==> src/rtl/bsr_pkg.sv <==
package bsr_pkg;

    localparam int BYTE_W = 8;

    // classification of one edge-to-edge interval
    typedef enum logic [1:0] {
        SYM_HALF = 2'd0,
        SYM_FULL = 2'd1,
        SYM_BAD  = 2'd2
    } sym_e;

    // byte/packet framer states
    typedef enum logic [2:0] {
        ST_HUNT  = 3'd0,
        ST_DATA  = 3'd1,
        ST_PAR   = 3'd2,
        ST_STOP  = 3'd3,
        ST_START = 3'd4
    } fr_state_e;

endpackage

==> src/rtl/bsr_edge_timer.sv <==
module bsr_edge_timer
    import bsr_pkg::*;
#(
    parameter int HALF_CYC = 50000,
    parameter int TOL_CYC  = HALF_CYC / 4
) (
    input  logic clk,
    input  logic rst_n,
    input  logic line_in,
    output logic sym_valid,
    output sym_e sym_kind,
    output logic tmo
);

    localparam int HALF_MIN = HALF_CYC - TOL_CYC;
    localparam int HALF_MAX = HALF_CYC + TOL_CYC;
    localparam int FULL_MIN = 2 * HALF_CYC - TOL_CYC;
    localparam int FULL_MAX = 2 * HALF_CYC + TOL_CYC;
    localparam int CW       = $clog2(FULL_MAX + 2) + 1;

    logic          line_q;
    logic          armed_q;
    logic [CW-1:0] cnt_q;
    logic          edge_seen;
    sym_e          kind_now;

    assign edge_seen = line_in ^ line_q;

    always_comb begin
        if (int'(cnt_q) >= HALF_MIN && int'(cnt_q) <= HALF_MAX) begin
            kind_now = SYM_HALF;
        end else if (int'(cnt_q) >= FULL_MIN && int'(cnt_q) <= FULL_MAX) begin
            kind_now = SYM_FULL;
        end else begin
            kind_now = SYM_BAD;
        end
    end

    always_ff @(posedge clk) begin
        if (!rst_n) begin
            line_q    <= 1'b0;
            armed_q   <= 1'b0;
            cnt_q     <= '0;
            sym_valid <= 1'b0;
            sym_kind  <= SYM_BAD;
            tmo       <= 1'b0;
        end else begin
            line_q    <= line_in;
            sym_valid <= 1'b0;
            tmo       <= 1'b0;
            if (edge_seen) begin
                cnt_q   <= CW'(1);
                armed_q <= 1'b1;
                if (armed_q) begin
                    sym_valid <= 1'b1;
                    sym_kind  <= kind_now;
                end
            end else if (armed_q) begin
                if (int'(cnt_q) == FULL_MAX) begin
                    tmo     <= 1'b1;
                    armed_q <= 1'b0;
                end else begin
                    cnt_q <= cnt_q + 1'b1;
                end
            end
        end
    end

endmodule

==> src/rtl/bsr_bit_decoder.sv <==
module bsr_bit_decoder
    import bsr_pkg::*;
(
    input  logic clk,
    input  logic rst_n,
    input  logic sym_valid,
    input  sym_e sym_kind,
    input  logic tmo,
    output logic bit_valid,
    output logic bit_val,
    output logic bit_abort
);

    logic half_pend_q;

    always_ff @(posedge clk) begin
        if (!rst_n) begin
            half_pend_q <= 1'b0;
            bit_valid   <= 1'b0;
            bit_val     <= 1'b0;
            bit_abort   <= 1'b0;
        end else begin
            bit_valid <= 1'b0;
            bit_abort <= 1'b0;
            if (tmo) begin
                half_pend_q <= 1'b0;
                bit_abort   <= 1'b1;
            end else if (sym_valid) begin
                unique case (sym_kind)
                    SYM_HALF: begin
                        if (half_pend_q) begin
                            bit_valid   <= 1'b1;
                            bit_val     <= 1'b1;
                            half_pend_q <= 1'b0;
                        end else begin
                            half_pend_q <= 1'b1;
                        end
                    end
                    SYM_FULL: begin
                        if (half_pend_q) begin
                            bit_abort   <= 1'b1;
                            half_pend_q <= 1'b0;
                        end else begin
                            bit_valid <= 1'b1;
                            bit_val   <= 1'b0;
                        end
                    end
                    default: begin
                        bit_abort   <= 1'b1;
                        half_pend_q <= 1'b0;
                    end
                endcase
            end
        end
    end

endmodule

==> src/rtl/bsr_framer.sv <==
module bsr_framer
    import bsr_pkg::*;
#(
    parameter int LEN_BITS = 3,
    parameter int PRE_MIN  = 11
) (
    input  logic                                 clk,
    input  logic                                 rst_n,
    input  logic                                 bit_valid,
    input  logic                                 bit_val,
    input  logic                                 bit_abort,
    output logic                                 pkt_valid,
    output logic [BYTE_W-1:0]                    pkt_header,
    output logic [(1<<LEN_BITS)*BYTE_W-1:0]      pkt_data,
    output logic [LEN_BITS:0]                    pkt_len,
    output logic                                 cksum_err,
    output logic                                 err_parity,
    output logic                                 err_frame
);

    localparam int MAX_DATA = 1 << LEN_BITS;
    localparam int LW       = LEN_BITS + 1;
    localparam int BW       = $clog2(MAX_DATA + 3);
    localparam int OW       = $clog2(PRE_MIN + 1);
    localparam int IW       = $clog2(BYTE_W);

    fr_state_e                  st_q, st_d;
    logic [OW-1:0]              ones_q;
    logic [IW-1:0]              bit_idx_q;
    logic [BYTE_W-1:0]          shreg_q;
    logic [BYTE_W-1:0]          hdr_q;
    logic [BYTE_W-1:0]          xor_q;
    logic [LW-1:0]              len_q;
    logic [BW-1:0]              byte_idx_q;
    logic [MAX_DATA*BYTE_W-1:0] buf_q;

    logic pre_ok;
    logic par_ok;
    logic last_byte;

    assign pre_ok    = (ones_q == OW'(PRE_MIN));
    assign par_ok    = ^{shreg_q, bit_val};
    assign last_byte = (byte_idx_q != '0) && (int'(byte_idx_q) == int'(len_q) + 1);

    // state register
    always_ff @(posedge clk) begin
        if (!rst_n) begin
            st_q <= ST_HUNT;
        end else begin
            st_q <= st_d;
        end
    end

    // transitions
    always_comb begin
        st_d = st_q;
        if (bit_abort) begin
            st_d = ST_HUNT;
        end else if (bit_valid) begin
            unique case (st_q)
                ST_HUNT:  if (!bit_val && pre_ok) st_d = ST_DATA;
                ST_DATA:  if (bit_idx_q == IW'(BYTE_W - 1)) st_d = ST_PAR;
                ST_PAR:   st_d = par_ok ? ST_STOP : ST_HUNT;
                ST_STOP:  st_d = (!bit_val || last_byte) ? ST_HUNT : ST_START;
                ST_START: st_d = bit_val ? ST_HUNT : ST_DATA;
                default:  st_d = ST_HUNT;
            endcase
        end
    end

    // datapath and outputs
    always_ff @(posedge clk) begin
        if (!rst_n) begin
            ones_q     <= '0;
            bit_idx_q  <= '0;
            shreg_q    <= '0;
            hdr_q      <= '0;
            xor_q      <= '0;
            len_q      <= '0;
            byte_idx_q <= '0;
            buf_q      <= '0;
            pkt_valid  <= 1'b0;
            pkt_header <= '0;
            pkt_data   <= '0;
            pkt_len    <= '0;
            cksum_err  <= 1'b0;
            err_parity <= 1'b0;
            err_frame  <= 1'b0;
        end else begin
            pkt_valid  <= 1'b0;
            cksum_err  <= 1'b0;
            err_parity <= 1'b0;
            err_frame  <= 1'b0;
            if (bit_abort) begin
                ones_q <= '0;
            end else if (bit_valid) begin
                if (st_q != ST_HUNT) begin
                    ones_q <= '0;
                end
                unique case (st_q)
                    ST_HUNT: begin
                        if (bit_val) begin
                            if (!pre_ok) ones_q <= ones_q + 1'b1;
                        end else begin
                            ones_q <= '0;
                            if (pre_ok) begin
                                bit_idx_q  <= '0;
                                byte_idx_q <= '0;
                                xor_q      <= '0;
                                buf_q      <= '0;
                            end
                        end
                    end
                    ST_DATA: begin
                        shreg_q   <= {bit_val, shreg_q[BYTE_W-1:1]};
                        bit_idx_q <= bit_idx_q + 1'b1;
                    end
                    ST_PAR: begin
                        if (!par_ok) err_parity <= 1'b1;
                    end
                    ST_STOP: begin
                        if (!bit_val) begin
                            err_frame <= 1'b1;
                        end else if (last_byte) begin
                            pkt_valid  <= 1'b1;
                            pkt_header <= hdr_q;
                            pkt_data   <= buf_q;
                            pkt_len    <= len_q;
                            cksum_err  <= (xor_q != shreg_q);
                        end else begin
                            byte_idx_q <= byte_idx_q + 1'b1;
                            xor_q      <= xor_q ^ shreg_q;
                            if (byte_idx_q == '0) begin
                                hdr_q <= shreg_q;
                                len_q <= LW'(shreg_q[LEN_BITS-1:0]) + 1'b1;
                            end
                            for (int i = 0; i < MAX_DATA; i++) begin
                                if (int'(byte_idx_q) == i + 1) begin
                                    buf_q[i*BYTE_W +: BYTE_W] <= shreg_q;
                                end
                            end
                        end
                    end
                    ST_START: begin
                        if (bit_val) begin
                            err_frame <= 1'b1;
                        end else begin
                            bit_idx_q <= '0;
                        end
                    end
                    default: ;
                endcase
            end
        end
    end

endmodule

==> src/rtl/bsr_rx.sv <==
module bsr_rx
    import bsr_pkg::*;
#(
    parameter int HALF_CYC = 50000,
    parameter int TOL_CYC  = HALF_CYC / 4,
    parameter int LEN_BITS = 3,
    parameter int PRE_MIN  = 11
) (
    input  logic                                 clk,
    input  logic                                 rst_n,
    input  logic                                 line_in,
    output logic                                 pkt_valid,
    output logic [7:0]                           pkt_header,
    output logic [(1<<LEN_BITS)*8-1:0]           pkt_data,
    output logic [LEN_BITS:0]                    pkt_len,
    output logic                                 cksum_err,
    output logic                                 err_parity,
    output logic                                 err_frame
);

    logic sym_valid;
    sym_e sym_kind;
    logic tmo;
    logic bit_valid;
    logic bit_val;
    logic bit_abort;

    bsr_edge_timer #(
        .HALF_CYC (HALF_CYC),
        .TOL_CYC  (TOL_CYC)
    ) u_timer (
        .clk       (clk),
        .rst_n     (rst_n),
        .line_in   (line_in),
        .sym_valid (sym_valid),
        .sym_kind  (sym_kind),
        .tmo       (tmo)
    );

    bsr_bit_decoder u_bits (
        .clk       (clk),
        .rst_n     (rst_n),
        .sym_valid (sym_valid),
        .sym_kind  (sym_kind),
        .tmo       (tmo),
        .bit_valid (bit_valid),
        .bit_val   (bit_val),
        .bit_abort (bit_abort)
    );

    bsr_framer #(
        .LEN_BITS (LEN_BITS),
        .PRE_MIN  (PRE_MIN)
    ) u_framer (
        .clk        (clk),
        .rst_n      (rst_n),
        .bit_valid  (bit_valid),
        .bit_val    (bit_val),
        .bit_abort  (bit_abort),
        .pkt_valid  (pkt_valid),
        .pkt_header (pkt_header),
        .pkt_data   (pkt_data),
        .pkt_len    (pkt_len),
        .cksum_err  (cksum_err),
        .err_parity (err_parity),
        .err_frame  (err_frame)
    );

endmodule

==> config.mk <==
export PLATFORM = sky130hd
export DESIGN_NAME = bsr_rx
export DESIGN_NICKNAME = d
export VERILOG_FILES = /design/src/rtl/bsr_pkg.sv /design/src/rtl/bsr_edge_timer.sv /design/src/rtl/bsr_bit_decoder.sv /design/src/rtl/bsr_framer.sv /design/src/rtl/bsr_rx.sv
export SDC_FILE = /design/constraint.sdc
export NUM_CORES = 1
export LEC_CHECK = 0
export BUFFER_PORTS_ARGS = -buffer_cell sky130_fd_sc_hd__buf_2
export CELL_PAD_IN_SITES_DETAIL_PLACEMENT = 0
export CELL_PAD_IN_SITES_GLOBAL_PLACEMENT = 1
export CORE_MARGIN = 4
export CORE_UTILIZATION = 28
export DETAILED_ROUTE_END_ITERATION = 6
export PLACE_DENSITY = 0.61
export SLEW_MARGIN = 10
export SYNTH_ARGS = -nofsm -noshare
export SYNTH_HDL_FRONTEND = slang
export SYNTH_SLANG_ARGS = --single-unit
==> constraint.sdc <==
create_clock -name clk -period 2.48 [get_ports clk]
set_clock_uncertainty 0.05 [all_clocks]
set_input_delay 0.248 -clock clk [delete_from_list [all_inputs] [get_ports clk]]
set_output_delay 0.248 -clock clk [all_outputs]
set_load 0.005 [all_outputs]
======== After elaboration in Yosys (flattened, before gate mapping) ========
Cells that the tools add are included.
storage, ports and cells
  flip-flop bits (word level) ............. 214
  latch bits .............................. 0
  RAM bits ................................ 0
  bits in read-only memories .............. 0
  input bits .............................. 3
  output and inout bits ................... 80
  word-level logic and storage cells ...... 199
  memories ................................ 0
cells by class
  $add $sub $neg .......................... 6
  multiply operators ...................... 0
  divide/modulo/power cells ............... 0
  order comparisons ....................... 4
  eq/ne operators ......................... 36
  shifts and indexed selects .............. 0
  mux-type cells .......................... 62
  bitwise operators ....................... 13
  reductions and logical operators ........ 44
operator list
  kind                   number
  $mux 64                4
  $pmux 64 s2            1
  $mux 8                 12
  $reduce_and 8->1       8
  $eq 5x32->1            1
  $mux 4                 8
  $ne 2x1->1 const B     13
  $eq 4x4->1 const B     6
  $mux 1                 20
  $add 18x1->18 const B  1
  $eq 18x18->1 const B   1
  $ge 18x16->1 const B   1
  $ge 18x17->1 const B   1
  $le 18x16->1 const B   1
  $le 18x17->1 const B   1
  $mux 3                 6
  $pmux 8 s2             1
  $pmux 3 s5             1
  $reduce_and 6->1       2
  $not 1->1              11
  $ne 2x2->1 const B     5
  $reduce_and 5->1       2
  $pmux 3 s3             1
  $reduce_or 3->1        3
  other kinds (33)       54

======== Depth between registers and ports, before layout ========
  word-level depth ........................ 6
  mapped depth ............................ 9

======== Cells and area by module ========
A second synthesis with hierarchy kept.
unflattened totals
  cells, all modules ...................... 1004
  area total of the unflattened synthesis .. 9183.8 um^2
by module, submodules not included
  module           times used  cells each  area each (um^2)  sequential area each (um^2)
  bsr_framer       1           824         7621.1            3723.6
  bsr_edge_timer   1           161         1378.8            480.5
  bsr_bit_decoder  1           19          183.9             80.1

======== Least setup slack after synthesis ========
Ideal clock, no wire load.
  kind .................................... flip-flop to flip-flop
  start ................................... register u_framer.byte_idx_q[0]
  end ..................................... register u_framer.byte_idx_q[0]
  arrival ................................. 2138 ps
  slack ................................... 171 ps
  stages on the path, launching flop included .. 9
  buffers on the path ..................... 1
  period minus slack after synthesis ...... 2309 ps
  cells stage by stage .................... dfxtp_1 inv_1 ha_1 or3b_2 nand4_1 nor3_4 buf_2 nor3_1 mux2_2
on the way
  word-level cells in the longest chain between the ends .. 4
  elaborated cells on any way between the ends .. 9
  classes of those cells .................. 1 x add/sub; 2 x eq/ne; 3 x mux; 3 x reduce/logical
RTL lines
  item                                                   RTL line                             text
  from (decl)                                            bsr_framer.sv:34                     logic [BW-1:0] byte_idx_q;
  from (signal assigned)                                 bsr_framer.sv:131                    byte_idx_q <= byte_idx_q + 1'b1;
  $add 4x1->4, or another cell as far along              bsr_framer.sv:131
  $mux 4 / $logic_and 1x1->1 (equally long branches)     bsr_framer.sv:124, bsr_framer.sv:43
  $mux 4 / $ne 2x2->1 (equally long branches)            n/a
  $pmux 4 s2 / $reduce_and 7->1 (equally long branches)  n/a
Several ways; a longest one is shown, not always the timed one. The select of a mux whose other input is x is not followed.
A chain may end at the register's enable or synchronous reset.

======== Worst setup path after layout ========
  start ................................... register u_framer.byte_idx_q[0]
  end ..................................... register u_framer.buf_q[51]
on the way
  word-level cells in the longest chain between the ends .. 4
  elaborated cells on any way between the ends .. 7
  classes of those cells .................. 4 x eq/ne; 3 x reduce/logical
RTL lines
  item                                                     RTL line           text
  $eq 5x32->1 / $reduce_bool 4->1 (equally long branches)  bsr_framer.sv:43   assign last_byte = (byte_idx_q != '0) && (int'(byte_idx_q) == int'(len_q) + 1);
  $logic_and 1x1->1                                        bsr_framer.sv:43
  $ne 2x2->1 (no line)                                     n/a
  $reduce_and 8->1 (no line) *                             n/a
  to (signal, indexed assignment)                          bsr_framer.sv:139  buf_q[i*BYTE_W +: BYTE_W] <= shreg_q;
  to (decl)                                                bsr_framer.sv:35   logic [MAX_DATA*BYTE_W-1:0] buf_q;
Mark *: on every way between the ends. The rest lies on a longest branch, timed or not.

==> impl_results.md <==
* Synth Register Bits at 214
* Crit path launch type: flop
* Yosys top cell by area: dfxtp_1
* Seq/Total Area, Yosys at 0.486
* Critical Path Fanout Max at 8
* Combinational Power Share at 0.017
* CTS Buf Count at 25
* Ys Warns at 0
* DR DRC count at 0
* Met2 usage at 0.204
* Post-route ant nets at 0
* Min-delay src: rst_n
* CP Cell Sequence: inv_1 > ha_1 > or3b_2 > buf_4 > and4_1 > nand3_1 > buf_4 > nand4_2 > buf_4 > mux2i_1
* Worst reg2reg startpoint: u_framer.byte_idx_q[0]$_SDFFE_PN0P_
* Final Hold Viols at 0
* CP peak stage delay at 460 ps
* Fmax achieved at 433 MHz
* Hpwl dp at roughly 16000 um
* Clk network pwr share at 0.493
* Sw Ratio at 0.217
* DR vias at 7287
* Synth Area per Inst at 8.79 um^2
* Worst hold path endpoint: u_framer.bit_idx_q[2]$_SDFFE_PN0P_
* Fin crit period at 2310 ps
* Pwr Total at 7050 uW
* Worst reg2reg endpoint: u_framer.buf_q[51]$_SDFFE_PN0P_
* Hold Crit Class: in2reg
* Setup crit end kind: flop
* Main synth FF type: dfxtp_1
* Area delta synth->final at 22.7%
* Met1 Resource Use GR at 0.196
* Top cells by count, synth: 254 x nand2_1, 214 x dfxtp_1, 102 x a21oi_1
* Post-synth EDFFs at 0
* Actual slew at the worst max-slew pin at 661 ps
* Crit path max-delay family: simple AND/OR/NAND/NOR gates
* Worst Hold Depth at 4
* Final instance area at 10800 um^2
* Main area contributors after synthesis: dfxtp_1 49%, nand2_1 11%, mux2i_1 6.5%
* Data required, critical path at 2800 ps
* Worst reg2reg setup slack at 170 ps
* Syn Inst Count at 1003
* Number of endpoints failing setup at the final stage at 0
* Gr ovfl total at 0
* Placer Congestion at 0.802
* Syn Nets at just over 1000
* Clock tree sinks at 214
* Vias in the first global route at 7025
* Leakage at 0.00433 uW
* Root Buffer: clkbuf_16
* Initial core utilization at 0.286
* CP arrival at 2630 ps
* 1st-pass router iterations at 4
* Maximum vdd drop at 520 uV
* Yosys top cell area share at 0.486
* Largest net degree at the start of global routing at 68
* Slew HR at 0.558
* Max-Cap Viols at 0
* Internal power at around 5500 uW
* CTS tree: yes
* Part of the cycle the worst path needs at 0.932
* Die area at 34400 um^2
* Global Route met3 Usage at 0.0248
* Die Y at 185 um
* Pre-CTS WS at -18.8 ps
* Status: finished, final reports clean
* Drt initial violations at 405
* IO buf count at 82
* Count of pins over their slew limit at 0
* Clock latency at the later pin of the worst-skew pair at about 520 ps
* Most frequent cell after synthesis: nand2_1
* Worst R2R Path Depth at 10
* CTS Buffer Depth at 3
* Nets@finish at 1129
* First-pass GRT wire length at roughly 38000 um
* # rows at 64
* Net Sw Power at 1530 uW
* Core area at 30800 um^2
* Worst-path clk slew at 60 ps
* Final setup margin at 168 ps
* Final WL at 23800 um
* Ports at 83
* Most Crowded Layer GR: met2
* Slowest-stage cell, CP: or3b_2
* Post-DP Area at roughly 10000 um^2
* Critical path buffers and inverters at 4
* GRT Total Usage at 0.134
* Netlist Area Pre-Place at 8820 um^2
* WS Path Type: reg2reg
* Initial antenna violation count at 0
* Most used cell, CP: buf_4
* Unique masters post-synth at 64
* Wirelength per Cell at 15.6 um
* Sequential group share of total power at 0.490
* Pwr/cell area at 652 nW/um^2
* RSZ-0062 raised after global routing: no
* Async set or reset register ratio after synthesis at 0
* Die extent in x at about 190 um
* Inserted Diodes at 0
* Layout cells sized above 1 at 0.192
* H-Tree Depth at 1
* Vias per inst at approximately 4.8
==> area by class of cell <==
class	count	area, um^2
fillers	3234	20000
flip-flops and latches	214	4280
multi-input cells	713	4230
repair buffers	150	998
clock buffers	33	686
well taps	396	495
clock inverters	12	87.6
inverters	10	38.8
==> what timing repair did <==
| action | in CTS | in global routing |
|---|---|---|
| hold buffers | 1 | 0 |
| buffers inserted | 3 | 0 |
| pin swaps | 1 | 0 |
| hold endpoints to repair | 1 | 0 |
| gates resized for setup | 0 | 2 |
| endpoints found under the setup margin | 16 | 4 |
==> flip-flops by register name, summed over array words and instances, names as in the netlist, 4 cells and up <==
signal	flops
u_framer.buf_q	64
u_framer.pkt_data	64
u_timer.cnt_q	18
u_framer.hdr_q	8
u_framer.pkt_header	8
u_framer.shreg_q	8
u_framer.xor_q	8
u_framer.byte_idx_q	4
u_framer.len_q	4
u_framer.ones_q	4
u_framer.pkt_len	4
==> worst reg2reg max path, stage by stage, from the launching register on <==
cell	delay (ps)
dfxtp_1	310
inv_1	80
ha_1	170
or3b_2	460
buf_4	150
and4_1	200
nand3_1	140
buf_4	190
nand4_2	90
buf_4	220
mux2i_1	130
==> stage by stage <==
| stage | setup TNS, ps | utilization | cells | hold WS, ps |
|---|---|---|---|---|
| CTS | 0 | 0.351 | 1528 | 173 |
| floorplan | 0 | - | 1003 | 325 |
| detailed placement | -148 | 0.324 | 1479 | 391 |
| finish | 0 | 0.351 | 1528 | 186 |
| global placement | 0 | 0.324 | 1479 | 390 |
| global route | 0 | 0.351 | 1528 | 180 |
==> kinds of logic (layout without fill, tap and decap cells) <==
| group | Yosys count | in the layout | share of synthesized area |
|---|---|---|---|
| AND/OR/NAND/NOR | 416 | 416 | 0.223 |
| flip-flops | 214 | 214 | 0.486 |
| adder cells (fa/ha/maj) | 12 | 12 | 0.0170 |
| buffers and inverters | 76 | 205 | 0.0366 |
| XOR/XNOR | 24 | 24 | 0.0238 |
| AO/OA/AOI/OAI | 202 | 202 | 0.146 |
| multiplexers | 59 | 59 | 0.0672 |
==> placed cells by master, fill, tap and decap left out, types with 6 or more instances in the layout <==
| cell type | instances |
|---|---|
| nor3_1 | 9 |
| or3_1 | 7 |
| nor4_1 | 6 |
| ha_1 | 12 |
| buf_12 | 6 |
| buf_2 | 82 |
| dfxtp_1 | 214 |
| xor2_1 | 10 |
| clkinv_2 | 11 |
| buf_4 | 61 |
| nand4_1 | 16 |
| o21ai_1 | 6 |
| a2111oi_0 | 10 |
| a21o_1 | 10 |
| xnor2_1 | 14 |
| a22o_1 | 18 |
| nor2_1 | 43 |
| o21ai_0 | 11 |
| nand3_1 | 16 |
| mux2i_1 | 57 |
| a21oi_1 | 102 |
| nand2b_1 | 22 |
| o31ai_1 | 7 |
| or4_1 | 7 |
| nand2_1 | 254 |
| inv_1 | 9 |
| clkbuf_16 | 25 |
==> power by group through the flow <==
stage          Sequential (uW)  Combinational (uW)  Clock [uW]
2_1_floorplan             3530                81.7           0
3_3_place_gp              3530                 124           0
3_5_place_dp              3530                 124           0
4_1_cts                   3450                 125        3590
5_1_grt                   3450                 138        3740
6_report                  3450                 123        3470
==> worst max-delay path by stage <==
stage               depth (start not counted)                                   to  slack, ps                           startpoint
CTS                                         8      u_framer.buf_q[46]$_SDFFE_PN0P_        120  u_framer.byte_idx_q[0]$_SDFFE_PN0P_
detailed placement                          7      u_framer.buf_q[46]$_SDFFE_PN0P_        -20       u_framer.len_q[0]$_SDFFE_PN0P_
global placement                            7      u_framer.buf_q[45]$_SDFFE_PN0P_         50       u_framer.len_q[0]$_SDFFE_PN0P_
global route                                7       u_framer.xor_q[5]$_SDFFE_PN0P_         30      u_framer.ones_q[0]$_SDFFE_PP0P_
finish                                     10      u_framer.buf_q[51]$_SDFFE_PN0P_        170  u_framer.byte_idx_q[0]$_SDFFE_PN0P_
floorplan                                   8  u_framer.byte_idx_q[0]$_SDFFE_PN0P_        170  u_framer.byte_idx_q[0]$_SDFFE_PN0P_
==> metal layers <==
metal	vias up	share of wire
met1	3425	0.50
met3	30	0.052
met2	123	0.43
met5	-	0
met4	0	0.020
li1	3709	-
No activity file was read; power rests on OpenSTA's default activity.
